[src/rtl/mgmt_frame_pkg.sv]
// Package: shared types for the management frame slave.
// Holds the frame field state encoding and the opcode values.
package mgmt_frame_pkg;
    typedef enum logic [2:0] {
        ST_PRE,
        ST_START,
        ST_OPC,
        ST_PHY,
        ST_REG,
        ST_TA,
        ST_DATA
    } frame_st_t;

    localparam logic [1:0] OPC_RD = 2'b10;
    localparam logic [1:0] OPC_WR = 2'b01;
endpackage

[src/rtl/mgmt_edge_sync.sv]
// Module: mgmt_edge_sync
// Brings W asynchronous lines into the clk domain through two flops each.
// A third flop gives single-cycle rise and fall flags.
// Assumes: inputs stay stable for several clk periods between changes.
module mgmt_edge_sync #(
    parameter int W = 2
) (
    input  logic         clk,
    input  logic         rst_n,
    input  logic [W-1:0] async_in,
    output logic [W-1:0] sync_out,
    output logic [W-1:0] rise,
    output logic [W-1:0] fall
);
    for (genvar g = 0; g < W; g++) begin : g_bit
        logic s1, s2, s3;
        // Double-flop synchroniser plus history flop; lines idle high.
        always_ff @(posedge clk) begin
            if (!rst_n) begin
                s1 <= 1'b1;
                s2 <= 1'b1;
                s3 <= 1'b1;
            end else begin
                s1 <= async_in[g];
                s2 <= s1;
                s3 <= s2;
            end
        end
        assign sync_out[g] = s2;
        assign rise[g]     = s2 & ~s3;
        assign fall[g]     = ~s2 & s3;
    end
endmodule

[src/rtl/mgmt_frame_fsm.sv]
// Module: mgmt_frame_fsm
// Walks the fields of a management frame on clock-line rising edges.
// It issues the read strobe at the end of the hand-over gap and the write
// commit after the last data bit.
// Assumes: mdc_rise is a one-cycle flag and mdio_bit is the synchronised data.
module mgmt_frame_fsm
    import mgmt_frame_pkg::*;
#(
    parameter int PRE_MIN = 32,
    parameter int ADDR_W  = 5,
    parameter int DATA_W  = 16
) (
    input  logic              clk,
    input  logic              rst_n,
    input  logic              mdc_rise,
    input  logic              mdio_bit,
    input  logic [ADDR_W-1:0] phy_strap,
    output frame_st_t         st_o,
    output logic [ADDR_W-1:0] reg_addr,
    output logic              rd_en,
    output logic              wr_en,
    output logic [DATA_W-1:0] wr_data,
    output logic              warn,
    output logic              frame_end
);
    localparam int PRE_W = $clog2(PRE_MIN + 1);
    localparam int CNT_W = $clog2(DATA_W);
    localparam logic [PRE_W-1:0] PRE_FULL = PRE_W'(PRE_MIN);

    frame_st_t         st_q;
    logic [PRE_W-1:0]  pre_cnt;
    logic [CNT_W-1:0]  bit_cnt;
    logic [1:0]        opc_q;
    logic [ADDR_W-1:0] phy_q;
    logic [DATA_W-1:0] wsh;
    logic              addr_hit;

    assign addr_hit = (phy_q == phy_strap);
    assign st_o     = st_q;

    // Field sequencer: shifts each field MSB first and issues the strobes.
    always_ff @(posedge clk) begin
        if (!rst_n) begin
            st_q      <= ST_PRE;
            pre_cnt   <= '0;
            bit_cnt   <= '0;
            opc_q     <= '0;
            phy_q     <= '0;
            reg_addr  <= '0;
            wsh       <= '0;
            rd_en     <= 1'b0;
            wr_en     <= 1'b0;
            wr_data   <= '0;
            warn      <= 1'b0;
            frame_end <= 1'b0;
        end else begin
            rd_en     <= 1'b0;
            wr_en     <= 1'b0;
            warn      <= 1'b0;
            frame_end <= 1'b0;
            if (mdc_rise) begin
                unique case (st_q)
                    ST_PRE: begin
                        if (!mdio_bit && pre_cnt == PRE_FULL) begin
                            st_q    <= ST_START;
                            pre_cnt <= '0;
                        end else if (!mdio_bit) begin
                            pre_cnt <= '0;
                        end else if (pre_cnt != PRE_FULL) begin
                            pre_cnt <= pre_cnt + 1'b1;
                        end
                    end
                    ST_START: begin
                        warn    <= ~mdio_bit;
                        st_q    <= ST_OPC;
                        bit_cnt <= '0;
                    end
                    ST_OPC: begin
                        opc_q <= {opc_q[0], mdio_bit};
                        if (bit_cnt == CNT_W'(1)) begin
                            st_q    <= ST_PHY;
                            bit_cnt <= '0;
                        end else begin
                            bit_cnt <= bit_cnt + 1'b1;
                        end
                    end
                    ST_PHY: begin
                        phy_q <= {phy_q[ADDR_W-2:0], mdio_bit};
                        if (bit_cnt == CNT_W'(ADDR_W - 1)) begin
                            st_q    <= ST_REG;
                            bit_cnt <= '0;
                        end else begin
                            bit_cnt <= bit_cnt + 1'b1;
                        end
                    end
                    ST_REG: begin
                        reg_addr <= {reg_addr[ADDR_W-2:0], mdio_bit};
                        if (bit_cnt == CNT_W'(ADDR_W - 1)) begin
                            st_q    <= ST_TA;
                            bit_cnt <= '0;
                        end else begin
                            bit_cnt <= bit_cnt + 1'b1;
                        end
                    end
                    ST_TA: begin
                        if (bit_cnt == CNT_W'(1)) begin
                            st_q    <= ST_DATA;
                            bit_cnt <= '0;
                            wsh     <= '0;
                            rd_en   <= (opc_q == OPC_RD) && addr_hit;
                        end else begin
                            bit_cnt <= bit_cnt + 1'b1;
                        end
                    end
                    ST_DATA: begin
                        wsh <= {wsh[DATA_W-2:0], mdio_bit};
                        if (bit_cnt == CNT_W'(DATA_W - 1)) begin
                            st_q      <= ST_PRE;
                            bit_cnt   <= '0;
                            pre_cnt   <= '0;
                            frame_end <= 1'b1;
                            if (opc_q == OPC_WR && addr_hit) begin
                                wr_en   <= 1'b1;
                                wr_data <= {wsh[DATA_W-2:0], mdio_bit};
                            end
                        end else begin
                            bit_cnt <= bit_cnt + 1'b1;
                        end
                    end
                    default: st_q <= ST_PRE;
                endcase
            end
        end
    end


    wr_hit_chk: assert property (@(posedge clk) disable iff (!rst_n)
        wr_en |-> (addr_hit && opc_q == OPC_WR && st_q == ST_PRE));


    short_pre_chk: assert property (@(posedge clk) disable iff (!rst_n)
        (st_q == ST_PRE && mdc_rise && !mdio_bit && pre_cnt != PRE_FULL)
        |=> (st_q == ST_PRE));


    rd_opc_chk: assert property (@(posedge clk) disable iff (!rst_n)
        rd_en |-> (opc_q == OPC_RD && st_q == ST_DATA));
endmodule

[src/rtl/mgmt_read_shifter.sv]
// Module: mgmt_read_shifter
// Holds the read word and drives it MSB first, one bit per clock-line
// falling edge.
// Assumes: load and release never coincide with a falling-edge flag.
module mgmt_read_shifter #(
    parameter int DATA_W = 16
) (
    input  logic              clk,
    input  logic              rst_n,
    input  logic              load,
    input  logic [DATA_W-1:0] word,
    input  logic              mdc_fall,
    input  logic              release_i,
    output logic              out,
    output logic              oe
);
    logic [DATA_W-1:0] sh;

    // Output driver: turns on at load, steps on low phases, parks high.
    always_ff @(posedge clk) begin
        if (!rst_n) begin
            sh  <= '0;
            out <= 1'b1;
            oe  <= 1'b0;
        end else if (load) begin
            sh  <= word;
            out <= 1'b0;
            oe  <= 1'b1;
        end else if (oe && release_i) begin
            out <= 1'b1;
            oe  <= 1'b0;
        end else if (oe && mdc_fall) begin
            out <= sh[DATA_W-1];
            sh  <= {sh[DATA_W-2:0], 1'b0};
        end
    end


    park_high_chk: assert property (@(posedge clk) disable iff (!rst_n)
        !oe |-> out);


    load_drive_chk: assert property (@(posedge clk) disable iff (!rst_n)
        load |=> oe);
endmodule

[src/rtl/mgmt_frame_slave.sv]
// Module: mgmt_frame_slave (top)
// The target side of the management link. It synchronises both lines,
// decodes frames and drives read data back.
// Assumes: reg_rd_data is valid combinationally from reg_addr while
// reg_rd_en is high.
module mgmt_frame_slave
    import mgmt_frame_pkg::*;
#(
    parameter int PRE_MIN = 32,
    parameter int ADDR_W  = 5,
    parameter int DATA_W  = 16
) (
    input  logic              clk,
    input  logic              rst_n,
    input  logic              mdc_pin,
    input  logic              mdio_pin_in,
    input  logic [ADDR_W-1:0] phy_addr_strap,
    output logic              mdio_pin_out,
    output logic              mdio_pin_oe,
    output logic [ADDR_W-1:0] reg_addr,
    output logic              reg_rd_en,
    input  logic [DATA_W-1:0] reg_rd_data,
    output logic              reg_wr_en,
    output logic [DATA_W-1:0] reg_wr_data,
    output logic              start_warn
);
    logic [1:0] s_lvl, s_rise, s_fall;
    frame_st_t  st;
    logic       frame_end;

    mgmt_edge_sync #(.W(2)) u_sync (
        .clk      (clk),
        .rst_n    (rst_n),
        .async_in ({mdio_pin_in, mdc_pin}),
        .sync_out (s_lvl),
        .rise     (s_rise),
        .fall     (s_fall)
    );

    mgmt_frame_fsm #(
        .PRE_MIN (PRE_MIN),
        .ADDR_W  (ADDR_W),
        .DATA_W  (DATA_W)
    ) u_fsm (
        .clk       (clk),
        .rst_n     (rst_n),
        .mdc_rise  (s_rise[0]),
        .mdio_bit  (s_lvl[1]),
        .phy_strap (phy_addr_strap),
        .st_o      (st),
        .reg_addr  (reg_addr),
        .rd_en     (reg_rd_en),
        .wr_en     (reg_wr_en),
        .wr_data   (reg_wr_data),
        .warn      (start_warn),
        .frame_end (frame_end)
    );

    mgmt_read_shifter #(.DATA_W(DATA_W)) u_shift (
        .clk       (clk),
        .rst_n     (rst_n),
        .load      (reg_rd_en),
        .word      (reg_rd_data),
        .mdc_fall  (s_fall[0]),
        .release_i (frame_end),
        .out       (mdio_pin_out),
        .oe        (mdio_pin_oe)
    );


    drive_window_chk: assert property (@(posedge clk) disable iff (!rst_n)
        mdio_pin_oe |-> (st == ST_DATA || frame_end));


    release_idle_chk: assert property (@(posedge clk) disable iff (!rst_n)
        $fell(mdio_pin_oe) |-> (st == ST_PRE));


    wr_pulse_chk: assert property (@(posedge clk) disable iff (!rst_n)
        reg_wr_en |=> !reg_wr_en);


    warn_pulse_chk: assert property (@(posedge clk) disable iff (!rst_n)
        start_warn |-> (st == ST_OPC));
endmodule

[config.mk]
export PLATFORM = sky130hd
export DESIGN_NAME = mgmt_frame_slave
export DESIGN_NICKNAME = d
export VERILOG_FILES = /design/src/rtl/mgmt_frame_pkg.sv /design/src/rtl/mgmt_edge_sync.sv /design/src/rtl/mgmt_frame_fsm.sv /design/src/rtl/mgmt_read_shifter.sv /design/src/rtl/mgmt_frame_slave.sv
export SDC_FILE = /design/constraint.sdc
export NUM_CORES = 1
export LEC_CHECK = 0
export BUFFER_PORTS_ARGS = -buffer_cell sky130_fd_sc_hd__buf_2
export CELL_PAD_IN_SITES_DETAIL_PLACEMENT = 1
export CELL_PAD_IN_SITES_GLOBAL_PLACEMENT = 1
export CORE_ASPECT_RATIO = 1.5
export CORE_UTILIZATION = 39
export CTS_BUF_LIST = sky130_fd_sc_hd__clkbuf_8 sky130_fd_sc_hd__clkbuf_16
export DETAILED_ROUTE_END_ITERATION = 6
export GPL_TIMING_DRIVEN = 0
export PLACE_DENSITY = 0.78
export REMOVE_ABC_BUFFERS = 1
export SLEW_MARGIN = 0
export SYNTH_ARGS = -nofsm -noshare
export SYNTH_HDL_FRONTEND = slang
export SYNTH_SLANG_ARGS = --single-unit
export TNS_END_PERCENT = 100
[constraint.sdc]
create_clock -name clk -period 1.6 [get_ports clk]
set_input_delay 0.16 -clock clk [delete_from_list [all_inputs] [get_ports clk]]
set_output_delay 0.16 -clock clk [all_outputs]
set_load 0.01 [all_outputs]
==> summary.txt <==
Run status
  • Outcome: finished with violations
  • Violated checks: setup timing

Placement
  • Gpl congestion: 0.816
  • Final HPWL DP: 5280 um
  • Port buffer count: 50

Clock network
  • H-Tree Depth: 3
  • TritonCTS clock tree: yes
  • CTS Buf Count: 9
  • Clock buffer depth: 2
  • CTS clk-pin slew, worst paths: 0.06 ns
  • Clock Latency Late Sink: 0.35 ns
  • CTS root buf: clkbuf_16
  • Sink Count: 83

Setup path
  • Req. time, crit path: 1.81 ns
  • Reg2Reg Launch Point: u_fsm.bit_cnt[1]$_SDFFE_PN0P_
  • Crit. Startpoint: u_fsm.bit_cnt[1]$_SDFFE_PN0P_
  • Worst path cell trace: inv_4 -> buf_4 -> ha_1 -> nand2_1 -> o22ai_4 -> o311ai_4 -> o311ai_1 -> o41ai_1
  • Critical Path Fanout Max: 5
  • CP Class: reg -> reg
  • Arr. time, crit path: 2.00 ns
  • Slowest library cell on the worst path: dfxtp_4
  • CP endpoint kind: flip-flop
  • Startpoint type of the worst setup path: flip-flop
  • Crit path largest cell delay: 0.37 ns

Final layout
  • Final Net Count: 489
  • Layout cells sized above 1: 32.0%
  • Fin util: 53.7%
  • ANT cells: 0
  • Syn-to-layout area delta: 32.4%

Logic synthesis
  • Synth area leaders: dfxtp_1 (46%), mux2i_1 (9.7%), nor2_1 (5.3%)
  • Yosys warns: 0
  • Largest family of logic cells by synthesized area: simple AND/OR/NAND/NOR gates
  • Register area share after synthesis: 45.9%
  • Ys flop type: dfxtp_1
  • Leading area contributor after synthesis: dfxtp_1
  • Most frequent cells after synthesis: dfxtp_1 (83), nor2_1 (51), mux2i_1 (35), nand2_1 (32), o21ai_0 (25)
  • Mux cell area share after synthesis: 9.68%
  • Post-Synth Adder-Cell Area: 1.73%
  • Synthesized instance count: 397
  • Fraction of registers with async set/reset: 0%
  • Avg Cell Area, Syn: 9.12 um^2
  • Yosys top cell area share: 45.9%
  • Count of state elements after synthesis: 83
  • Synth Area in Compound Gates: 14.5%
  • Count leader, synth: dfxtp_1
  • Synth Area in XOR/XNOR: 1.21%
  • Simple-Gate Fraction of Synth Area: 22.5%
  • Number of synthesized flops with an enable pin: 0
  • Synth Cell Area: 3620 um^2
  • Yosys cell types: 54

Drt
  • WL per Instance: 16.7 um
  • Detailed router's first-iteration violation count: 98
  • Routed WL: 9570 um
  • Vias: 3089
  • DR vias/cell: 5.39
  • TritonRoute pass-1 iters: 4
  • Antenna Nets Post-Route: 0
  • # DRC: 0

Min path
  • Min-Delay Startpoint: reg_rd_data[0]
  • Hold Path Class: in -> reg

Global routing
  • Congestion Overflow GR: 0
  • Initial antenna violation count: 0
  • First-pass GRT wire length: 15000 um
  • GRT Overall Usage: 20.6%
  • Vias in the first global route: 3122
  • Largest net degree at the start of global routing: 38

Floorplanning
  • Die width: 80.7 um
  • Die Y: 120 um
  • Core Box Area: 8930 um^2
  • # rows: 42
  • Initial Util: 40.5%
  • DIE AREA: 9680 um^2
  • # IOs: 51

STA
  • Final setup vio count: 42
  • FMAX: 559 MHz
  • Max transition margin: 62.5%
  • Fin crit share: 112%
  • Final worst path period need: 1.79 ns
  • RSZ-0062 raised after global routing: yes
  • Final WS setup: -0.189 ns
  • Final Slew Violations: 0
  • Final Hold Vio Count: 0
  • WHS: 0.0594 ns
  • Clock Skew: 0.00453 ns
  • Slew @ Worst Pin: 0.563 ns

Pwr
  • Tot Pwr: 4.29 mW
  • Peak VDD IR: 0.000763 V
  • Pwr/cell area: 895 nW/um^2
  • Leakage: 1.99 nW

Job
  • Max-cap viol count: 0
## logic make-up after synthesis
logic type	count (synthesis)
multiplexers	35
buffers and inverters	35
AND/OR/NAND/NOR	157
adder cells (fa/ha/maj)	5
AO/OA/AOI/OAI	77
XOR/XNOR	5
flip-flops	83
## flip-flops by register name, indices dropped and copies added (netlist names)
register,cells
u_fsm.bit_cnt,4
u_fsm.frame_end,1
u_fsm.opc_q,2
u_fsm.phy_q,5
u_fsm.pre_cnt,6
u_fsm.rd_en,1
u_fsm.reg_addr,5
u_fsm.st_o,3
u_fsm.warn,1
u_fsm.wr_data,16
u_fsm.wr_en,1
u_fsm.wsh,15
u_shift.oe,1
u_shift.out,1
u_shift.sh,16
u_sync.g_bit.s1,2
u_sync.g_bit.s2,2
u_sync.g_bit.s3,1
## worst max-delay path, delay by kind of cell (launching register included)
family	cells	cell delay, ns
AO/OA/AOI/OAI	4	0.90
flip-flops	1	0.37
AND/OR/NAND/NOR	1	0.09
buffers and inverters	2	0.16
adder cells (fa/ha/maj)	1	0.14
## final cells by class
type	instances	area [um^2]
multi-input combinational	281	2100
sequential	83	1690
clock buffer	9	225
tap	110	138
fill	1027	4140
timing repair buffer	75	534
clock inverter	6	72.6
inverter	9	36.3
## worst paths after layout
path | end | slack [ns] | depth (start not counted)
hold / removal | u_shift.sh[0]$_SDFFE_PN0P_ | 0.06 | 3
setup / recovery | u_fsm.st_o[1]$_SDFFE_PN0P_ | -0.19 | 8
hold reg to reg | u_sync.g_bit[1].s2$_SDFF_PN1_ | 0.41 | 1
setup reg to reg | u_fsm.st_o[1]$_SDFFE_PN0P_ | -0.19 | 8
## through the flow
step | TNS [ns] | setup slack (ns) | instance area, um^2 | std cells
final | -4.18 | -0.189 | 4800 | 573
after global routing | -6.95 | -0.245 | 4800 | 573
after CTS | -3.33 | -0.143 | 4660 | 565
after detailed placement | -39.24 | -1.26 | 3900 | 532
after global placement | -50.09 | -1.30 | 3880 | 531
after floorplan | -14.89 | -0.683 | 3490 | 371
## placed cells by master (no fill, tap or decap), types with 2 or more instances in the layout
cell type	n
buf_6	3
inv_2	2
nand3_4	3
buf_2	50
buf_12	5
nor2b_1	2
a31oi_1	2
dfxtp_4	5
nor2_1	50
and3_1	4
dfxtp_1	74
inv_6	3
o21ai_1	5
a32o_1	4
nand2_1	32
nand3_1	6
buf_4	14
nor3_2	3
nand2b_1	8
nand3b_1	3
clkbuf_16	10
dlygate4sd3_1	2
xor2_1	5
ha_1	2
nor3b_1	7
ha_4	2
nor4_1	2
o21ai_0	20
nor3_1	3
dfxtp_2	4
o311ai_4	2
and3b_1	2
inv_1	6
mux2i_1	33
a22oi_2	15
a21oi_1	13
o31ai_1	2
and2_1	15
o21ai_4	2
## routing by layer
metal	vias up	wire length, um	track usage (%)
met2	66	5170	37.7
met5	-	0	0
met4	0	300	9.93
met3	25	351	5.17
li1	1511	-	-
met1	1487	3740	21.0
## where the power goes
group	switching [mW]	leakage [nW]	internal, mW	total, mW
sequential	0.00740	0.675	2.06	2.07
clock	0.891	0.143	1.22	2.11
combinational	0.0650	1.17	0.0466	0.112
total	0.964	1.99	3.33	4.29
## what timing repair did
action / CTS / global route
endpoints found under the setup margin: 73 / 52
gates cloned: 3 / 0
setup buffers: 13 / 8
pin swaps: 19 / 28
endpoints found under the hold margin: 2 / 0
hold buffers: 2 / 0
gates resized for setup: 67 / 16
(Power assumes the default switching activity.)
